**config.mk**
```make
export PLATFORM = sky130hd
export DESIGN_NAME = rail_guard
export DESIGN_NICKNAME = d
export VERILOG_FILES = /design/src/rtl/rail_pkg.sv /design/src/rtl/rail_window.sv /design/src/rtl/rail_glitch_filter.sv /design/src/rtl/rail_resp_fsm.sv /design/src/rtl/rail_guard.sv
export SDC_FILE = /design/constraint.sdc
export NUM_CORES = 1
export LEC_CHECK = 0
export BUFFER_PORTS_ARGS = -buffer_cell sky130_fd_sc_hd__buf_2
export CAP_MARGIN = 15
export CORE_UTILIZATION = 55
export CTS_CLUSTER_SIZE = 20
export DETAILED_ROUTE_END_ITERATION = 16
export HOLD_SLACK_MARGIN = 0.12
export PLACE_DENSITY_LB_ADDON = 0.15
export SLEW_MARGIN = 20
export SYNTH_ARGS = -nofsm -noshare
export SYNTH_HDL_FRONTEND = slang
export SYNTH_SLANG_ARGS = --single-unit
```
**constraint.sdc**
```tcl
create_clock -name clk -period 5.9 [get_ports clk]
set_input_delay 1.475 -clock clk [delete_from_list [all_inputs] [get_ports clk]]
set_output_delay 1.475 -clock clk [all_outputs]
set_load 0.01 [all_outputs]
```
**src/rtl/rail_pkg.sv**
```systemverilog
package rail_pkg;

    typedef enum logic [2:0] {
        M_IGNORE      = 3'd0,
        M_LOG         = 3'd1,
        M_RETRY       = 3'd2,
        M_CONT        = 3'd3,
        M_SEQ         = 3'd4,
        M_RETRY_RESEQ = 3'd5
    } resp_e;

    typedef enum logic [2:0] {
        S_IDLE = 3'd0,
        S_RAMP = 3'd1,
        S_RUN  = 3'd2,
        S_OFF  = 3'd3,
        S_HALT = 3'd4
    } st_e;

    typedef enum logic [1:0] {
        K_GLITCH  = 2'd0,
        K_UV      = 2'd1,
        K_OV      = 2'd2,
        K_NOSTART = 2'd3
    } kind_e;

endpackage

```
**src/rtl/rail_window.sv**
```systemverilog
module rail_window
    import rail_pkg::*;
#(
    parameter int VW = 10
) (
    input  logic [VW-1:0] sample,
    input  logic [VW-1:0] uv_lim,
    input  logic [VW-1:0] ov_lim,
    output logic          oor,
    output kind_e         oor_kind
);

    always_comb begin
        oor      = 1'b0;
        oor_kind = K_GLITCH;
        if (sample < uv_lim) begin
            oor      = 1'b1;
            oor_kind = K_UV;
        end else if (sample > ov_lim) begin
            oor      = 1'b1;
            oor_kind = K_OV;
        end
    end

    always_comb begin
        assert_kind_match_R3: assert (oor == (oor_kind != K_GLITCH));
    end

endmodule

```
**src/rtl/rail_glitch_filter.sv**
```systemverilog
module rail_glitch_filter #(
    parameter int GW_W = 8
) (
    input  logic            clk,
    input  logic            rst_n,
    input  logic            active,
    input  logic            oor,
    input  logic [GW_W-1:0] width,
    output logic            sustained,
    output logic            glitch
);

    logic [GW_W-1:0] cnt_d, cnt_q;

    always_comb begin
        sustained = active && oor && ((cnt_q + 1'b1) == width);
        glitch    = active && !oor && (cnt_q != '0);
        if (!active || sustained || !oor) begin
            cnt_d = '0;
        end else begin
            cnt_d = cnt_q + 1'b1;
        end
    end

    always_ff @(posedge clk or negedge rst_n) begin
        if (!rst_n) begin
            cnt_q <= '0;
        end else begin
            cnt_q <= cnt_d;
        end
    end

    assert_cnt_under_width_R4: assert property (@(posedge clk) disable iff (!rst_n)
        active |-> (cnt_q < width));

    assert_idle_clear_R5: assert property (@(posedge clk) disable iff (!rst_n)
        !active |=> (cnt_q == '0));

endmodule

```
**src/rtl/rail_resp_fsm.sv**
```systemverilog
module rail_resp_fsm
    import rail_pkg::*;
#(
    parameter int TMR_W      = 16,
    parameter int MAX_RETRY  = 4,
    parameter int OFF_CYCLES = 100000,
    localparam int TRY_W     = $clog2(MAX_RETRY + 1),
    localparam int OFF_W     = $clog2(OFF_CYCLES + 1),
    localparam int CW        = (TMR_W > OFF_W) ? TMR_W : OFF_W
) (
    input  logic             clk,
    input  logic             rst_n,
    input  logic             seq_en,
    input  logic             parent_kill,
    input  logic             oor,
    input  kind_e            oor_kind,
    input  logic             sustained,
    input  logic             glitch,
    input  logic [TMR_W-1:0] mtfr,
    input  logic [2:0]       mode,
    input  logic [TRY_W-1:0] retry_n,
    input  logic             glitch_mask,
    output logic             mon_active,
    output logic             rail_en,
    output logic             log_stb,
    output kind_e            log_kind,
    output logic             dep_shdn,
    output logic             all_shdn,
    output logic             reseq_req
);

    localparam logic [CW-1:0]    ONE      = CW'(1);
    localparam logic [CW-1:0]    OFF_LAST = CW'(OFF_CYCLES - 1);
    localparam logic [TRY_W-1:0] TRY_MAX  = TRY_W'(MAX_RETRY);

    typedef struct packed {
        st_e              st;
        logic [CW-1:0]    tmr;
        logic [TRY_W-1:0] tries;
        logic             rail_en;
        logic             log_stb;
        kind_e            log_kind;
        logic             dep_shdn;
        logic             all_shdn;
        logic             reseq;
    } fsm_t;

    fsm_t r_d, r_q;
    logic             fault;
    kind_e            fkind;
    logic [TRY_W-1:0] n_lim;
    logic             active_st;

    always_comb begin
        n_lim     = (retry_n > TRY_MAX) ? TRY_MAX : retry_n;
        active_st = (r_q.st == S_RAMP) || (r_q.st == S_RUN) || (r_q.st == S_OFF);
        r_d          = r_q;
        r_d.log_stb  = 1'b0;
        r_d.dep_shdn = 1'b0;
        r_d.all_shdn = 1'b0;
        r_d.reseq    = 1'b0;
        fault        = 1'b0;
        fkind        = K_GLITCH;

        if (!seq_en) begin
            r_d.st      = S_IDLE;
            r_d.tmr     = '0;
            r_d.tries   = '0;
            r_d.rail_en = 1'b0;
        end else if (parent_kill && active_st) begin
            r_d.st      = S_HALT;
            r_d.rail_en = 1'b0;
            r_d.reseq   = (mode == M_RETRY_RESEQ);
        end else begin
            case (r_q.st)
                S_IDLE: begin
                    r_d.st      = S_RAMP;
                    r_d.tmr     = '0;
                    r_d.rail_en = 1'b1;
                end
                S_RAMP: begin
                    if (!oor) begin
                        r_d.st    = S_RUN;
                        r_d.tries = '0;
                    end else if ((r_q.tmr + ONE) == CW'(mtfr)) begin
                        fault = 1'b1;
                        fkind = K_NOSTART;
                    end else begin
                        r_d.tmr = r_q.tmr + ONE;
                    end
                end
                S_RUN: begin
                    if (sustained) begin
                        fault = 1'b1;
                        fkind = oor_kind;
                    end else if (glitch && !glitch_mask && (mode != M_IGNORE)) begin
                        r_d.log_stb  = 1'b1;
                        r_d.log_kind = K_GLITCH;
                    end
                end
                S_OFF: begin
                    if (r_q.tmr == OFF_LAST) begin
                        r_d.st      = S_RAMP;
                        r_d.tmr     = '0;
                        r_d.rail_en = 1'b1;
                    end else begin
                        r_d.tmr = r_q.tmr + ONE;
                    end
                end
                default: ;
            endcase
        end

        if (fault) begin
            if (mode != M_IGNORE) begin
                r_d.log_stb  = 1'b1;
                r_d.log_kind = fkind;
            end
            case (mode)
                M_IGNORE, M_LOG: begin
                    r_d.st  = S_RUN;
                    r_d.tmr = '0;
                end
                M_RETRY, M_RETRY_RESEQ: begin
                    r_d.rail_en = 1'b0;
                    r_d.tmr     = '0;
                    if (r_q.tries < n_lim) begin
                        r_d.st    = S_OFF;
                        r_d.tries = r_q.tries + 1'b1;
                    end else begin
                        r_d.st       = S_HALT;
                        r_d.dep_shdn = 1'b1;
                        r_d.reseq    = (mode == M_RETRY_RESEQ);
                    end
                end
                M_CONT: begin
                    r_d.st      = S_OFF;
                    r_d.tmr     = '0;
                    r_d.rail_en = 1'b0;
                end
                default: begin
                    r_d.st       = S_HALT;
                    r_d.rail_en  = 1'b0;
                    r_d.all_shdn = 1'b1;
                    r_d.reseq    = 1'b1;
                end
            endcase
        end
    end

    always_ff @(posedge clk or negedge rst_n) begin
        if (!rst_n) begin
            r_q <= '{st: S_IDLE, tmr: '0, tries: '0, rail_en: 1'b0, log_stb: 1'b0,
                     log_kind: K_GLITCH, dep_shdn: 1'b0, all_shdn: 1'b0, reseq: 1'b0};
        end else begin
            r_q <= r_d;
        end
    end

    assign mon_active = (r_q.st == S_RUN);
    assign rail_en    = r_q.rail_en;
    assign log_stb    = r_q.log_stb;
    assign log_kind   = r_q.log_kind;
    assign dep_shdn   = r_q.dep_shdn;
    assign all_shdn   = r_q.all_shdn;
    assign reseq_req  = r_q.reseq;

    assert_seq_gate_R2: assert property (@(posedge clk) disable iff (!rst_n)
        !seq_en |=> !rail_en);

    assert_tries_bounded_R7: assert property (@(posedge clk) disable iff (!rst_n)
        r_q.tries <= TRY_MAX);

    assert_off_window_R7: assert property (@(posedge clk) disable iff (!rst_n)
        (r_q.st == S_OFF) |-> (r_q.tmr <= OFF_LAST && !rail_en));

    assert_shdn_exclusive_R9: assert property (@(posedge clk) disable iff (!rst_n)
        $onehot0({dep_shdn, all_shdn}));

    assert_all_with_reseq_R9: assert property (@(posedge clk) disable iff (!rst_n)
        all_shdn |-> (reseq_req && !rail_en));

    assert_ignore_silent_R11: assert property (@(posedge clk) disable iff (!rst_n)
        (mode == M_IGNORE) |=> !log_stb);

    assert_dep_off_R12: assert property (@(posedge clk) disable iff (!rst_n)
        dep_shdn |-> !rail_en);

endmodule

```
**src/rtl/rail_guard.sv**
```systemverilog
module rail_guard
    import rail_pkg::*;
#(
    parameter int VW        = 10,
    parameter int TMR_W     = 16,
    parameter int GW_W      = 8,
    parameter int MAX_RETRY = 4,
    parameter int CLK_HZ    = 100_000_000,
    parameter int OFF_US    = 1000,
    localparam int TRY_W    = $clog2(MAX_RETRY + 1),
    localparam int OFF_CYC  = (CLK_HZ / 1_000_000) * OFF_US
) (
    input  logic             clk,
    input  logic             rst_n,
    input  logic             seq_en,
    input  logic             parent_kill,
    input  logic [VW-1:0]    sample,
    input  logic [VW-1:0]    uv_lim,
    input  logic [VW-1:0]    ov_lim,
    input  logic [GW_W-1:0]  glitch_w,
    input  logic [TMR_W-1:0] mtfr,
    input  logic [2:0]       mode,
    input  logic [TRY_W-1:0] retry_n,
    input  logic             glitch_mask,
    output logic             rail_en,
    output logic             log_stb,
    output logic [1:0]       log_kind,
    output logic             dep_shdn,
    output logic             all_shdn,
    output logic             reseq_req
);

    logic  oor, sustained, glitch, mon_active;
    kind_e oor_kind, kind_q;

    rail_window #(.VW(VW)) u_win (
        .sample   (sample),
        .uv_lim   (uv_lim),
        .ov_lim   (ov_lim),
        .oor      (oor),
        .oor_kind (oor_kind)
    );

    rail_glitch_filter #(.GW_W(GW_W)) u_filt (
        .clk       (clk),
        .rst_n     (rst_n),
        .active    (mon_active),
        .oor       (oor),
        .width     (glitch_w),
        .sustained (sustained),
        .glitch    (glitch)
    );

    rail_resp_fsm #(
        .TMR_W      (TMR_W),
        .MAX_RETRY  (MAX_RETRY),
        .OFF_CYCLES (OFF_CYC)
    ) u_fsm (
        .clk         (clk),
        .rst_n       (rst_n),
        .seq_en      (seq_en),
        .parent_kill (parent_kill),
        .oor         (oor),
        .oor_kind    (oor_kind),
        .sustained   (sustained),
        .glitch      (glitch),
        .mtfr        (mtfr),
        .mode        (mode),
        .retry_n     (retry_n),
        .glitch_mask (glitch_mask),
        .mon_active  (mon_active),
        .rail_en     (rail_en),
        .log_stb     (log_stb),
        .log_kind    (kind_q),
        .dep_shdn    (dep_shdn),
        .all_shdn    (all_shdn),
        .reseq_req   (reseq_req)
    );

    assign log_kind = kind_q;

    assert_quiet_reset_R1: assert property (@(posedge clk) disable iff (!rst_n)
        $rose(rst_n) |-> !(rail_en || log_stb || dep_shdn || all_shdn || reseq_req));

    assert_fault_needs_oor_R4: assert property (@(posedge clk) disable iff (!rst_n)
        sustained |=> !mon_active || log_stb || (mode == M_IGNORE) || !$past(seq_en) || $past(parent_kill));

endmodule

```
==> run summary <==
Mapped Cells -> 423
Core Rows -> 28
maxcap violations -> 0
io pins -> 72
WL per Instance -> 14.7 microns
detailed placement HPWL -> 6320 microns
Worst setup EP type -> flip-flop
final setup fails -> 0
critical path arrival -> 4100 ps
initial antenna violation count -> 0
CTS H-Tree Depth -> 2
unrepaired setup endpoints after global routing -> no
Sequential Power Share -> 0.448
hold buffer count at cts -> 0
first-pass iteration count of the detailed router -> 5
cells on worst reg2reg path -> 10
largest net degree at the start of global routing -> 39
crit-path max FO -> 9
grt total ovfl -> 0
R2R Setup Slk -> 2340 ps
clock-pin slew on the worst setup and hold paths -> 80 ps
Initial Util -> 0.582
Clock Path Buffers -> 2
drt total wl -> 8180 microns
Fmax -> 0.252 GHz
Worst-Skew Late Latency -> 290 ps
HP Class -> reg -> reg
hold endpoint -> u_fsm.r_q[7]
fin crit period -> 3970 ps
post-route ant nets -> 0
Tot Pwr -> 614 uW
sw frac -> 0.332
share of post-route cells with drive strength above 1 -> 0.212
vias per std cell -> 5.94
Hold Path Cell Cnt -> 1
Critical R2R Capture -> u_fsm.r_q[22]
P_int -> 410 uW
Die ar. -> 6730 sq um
Synth Flop Type -> dfrtp_1
Comb pwr share -> 0.271
Root Driver -> clkbuf_8
TritonCTS clock tree -> built
Core Region -> 6060 sq um
sequential area share after synthesis -> 0.270
setup TNS -> 0 ps
pre-CTS setup slack -> 1620 ps
final period utilization -> 0.673
die height -> 82.1 microns
Syn Area/Cell -> 8.33 sq um
Post-CTS Setup Inserts -> 0
Total GRT Usage -> 0.253
async set or reset register ratio after synthesis -> 1.00
Critical R2R Launch -> u_fsm.r_q[10]
min-delay src -> u_fsm.r_q[7]
Tightest Pin Transition -> 973 ps
EDFF count, synth -> 0
worst hold slack -> 524 ps
CTS buffer count -> 5
unique cell type count in the Yosys netlist -> 70
skew final -> 10.2 ps
Syn Nets -> 513
mapped cell area -> 3520 sq um
global-route wire length before repair -> 13200 microns
Fin. Hold Viols -> 0
DR iter-0 viols -> 133
Worst setup SP type -> input pin
fillers -> 544
Final Wtd Congestion -> 0.924
I/O Buffers -> 71
leakage -> 0.00180 uW
Die X -> 82.1 microns
n_diodes -> 0
DR vias -> 3305
Remaining DRCs -> 0
Cell Pwr Density -> 156 nW/um^2
synth warn -> 0
final net count -> 571
CP Class -> in -> reg
status -> complete, no violations
flops & latches, synth -> 38
CTS Sinks -> 38
Net Sw Power -> 204 uW
power share of the clock group -> 0.281
Area Growth Syn to Fin -> 11.8%
worst rel slew slack -> 0.345
CP required -> 6030 ps
Pins Over Slew Limit -> 0
Post-CTS Resized -> 0
vias in the first global route -> 2887
Peak supply drop -> 0.000116 V
Final WS setup -> 1930 ps
==> layout by cell type, fill, tap and decap left out, types with 3 or more instances in the layout <==
cell	Yosys	routed
and2_1	4	4
xor2_1	19	19
or3_1	3	3
o31ai_1	4	4
buf_2	7	71
a21o_1	7	7
inv_1	35	35
and4_1	4	4
o22ai_1	4	4
nand2_1	36	36
nor2b_1	4	4
dfrtp_1	38	38
a211oi_1	11	11
nand2b_1	8	8
a31oi_1	5	5
or4_1	8	8
a21oi_2	5	5
ha_1	25	25
nor4_1	6	6
and3_1	8	8
clkbuf_8	0	5
o21ai_1	5	5
o21ai_0	17	17
nor3_1	8	8
nand4_1	6	6
nand3_1	19	19
nor2_1	32	32
a21oi_1	17	17
xnor2_1	20	20
==> cells in the mapped netlist, types with 2 or more instances <==
cell	n	area [sq um]
buf_2	7	35.0
nor3b_1	2	15.0
nand3_1	19	95.1
nand2_1	36	135
o21ai_0	17	85.1
dfrtp_1	38	951
a21oi_2	5	43.8
nor2b_1	4	25.0
or4_1	8	60.1
nor3_1	8	40.0
o21ai_1	5	25.0
a221oi_1	2	17.5
nand4_1	6	37.5
ha_1	25	313
o2111ai_1	2	17.5
xor2_1	19	166
o31ai_4	2	42.5
and2_1	4	25.0
xnor2_1	20	175
inv_1	35	131
nor2_1	32	120
a211o_1	2	17.5
a211oi_1	11	82.6
clkbuf_1	7	26.3
o31ai_1	4	30.0
buf_4	3	22.5
a21oi_1	17	85.1
and4_1	4	35.0
a22oi_1	2	15.0
o22ai_1	4	25.0
mux2i_1	2	20.0
nor4_1	6	37.5
o21a_1	2	15.0
and3_1	8	50.1
or3_1	3	18.8
a31oi_1	5	31.3
nand2b_1	8	50.1
a21o_1	7	52.6
==> kinds of logic (layout without fill, tap and decap cells) <==
group / Yosys count / in the layout / share of synthesized area
and+or+nand+nor: 162 / 162 / 0.258
AOI/OAI and AO/OA: 102 / 102 / 0.211
buffers and inverters: 55 / 113 / 0.0696
xor gates and xnor gates: 39 / 39 / 0.0969
DFF: 38 / 38 / 0.270
adders and majority gates: 25 / 25 / 0.0887
muxes: 2 / 2 / 0.00568
==> through the flow <==
stage	std cells	util	area [sq um]
2_1_floorplan	423	-	3520
4_1_cts	556	0.650	3940
3_5_place_dp	549	0.637	3860
6_report	556	0.650	3940
5_1_grt	556	0.650	3940
3_3_place_gp	549	0.637	3860
==> critical path, cell delays in order <==
cell	delay, ps
buf_2	110
ha_1	300
a21o_1	170
a21oi_1	130
o221ai_1	120
a221oi_1	500
a21o_1	320
and3_1	310
a31o_2	320
o21bai_4	260
a211oi_1	90
==> power by group through the flow <==
stage / Sequential [uW] / Combinational [uW] / Clock, uW
floorplan: 274 / 117 / 0
global placement: 279 / 162 / 0
detailed placement: 280 / 166 / 0
CTS: 274 / 166 / 174
global route: 276 / 188 / 185
finish: 275 / 167 / 172
==> final cells by class <==
cell class	count	area, sq um	share of cell area
multi-input cells	330	2330	0.591
flip-flops and latches	38	951	0.241
repair buffers	71	355	0.0902
inverters	35	131	0.0334
well taps	75	93.8	0.0238
clock buffers	5	68.8	0.0175
clock inverters	2	10.0	0.00254
==> per-layer routing <==
metal,track usage,routed length [microns],share of wire
met5,0,0,0
met4,0.0614,102,0.012
met3,0.0533,568,0.069
met2,0.424,3720,0.45
met1,0.332,3790,0.46
==> worst max path at each step <==
| stage | startpoint | endpoint | depth (start not counted) |
|---|---|---|---|
| finish | sample[3] | u_fsm.r_q[22] | 11 |
| global route | sample[3] | u_fsm.r_q[22] | 11 |
| floorplan | uv_lim[3] | u_fsm.log_kind[0] | 11 |
| detailed placement | sample[3] | u_fsm.r_q[22] | 11 |
| global placement | sample[3] | u_fsm.r_q[22] | 11 |
| CTS | sample[3] | u_fsm.r_q[22] | 11 |
==> sequential cells by signal, summed over array words and instances, names as in the netlist <==
signal and cells:
u_fsm.r_q 23, u_filt.cnt_q 8, u_fsm.log_kind 2, u_fsm.all_shdn 1, u_fsm.dep_shdn 1, u_fsm.log_stb 1
u_fsm.rail_en 1, u_fsm.reseq_req 1
No activity file was read; power rests on OpenSTA's default activity.
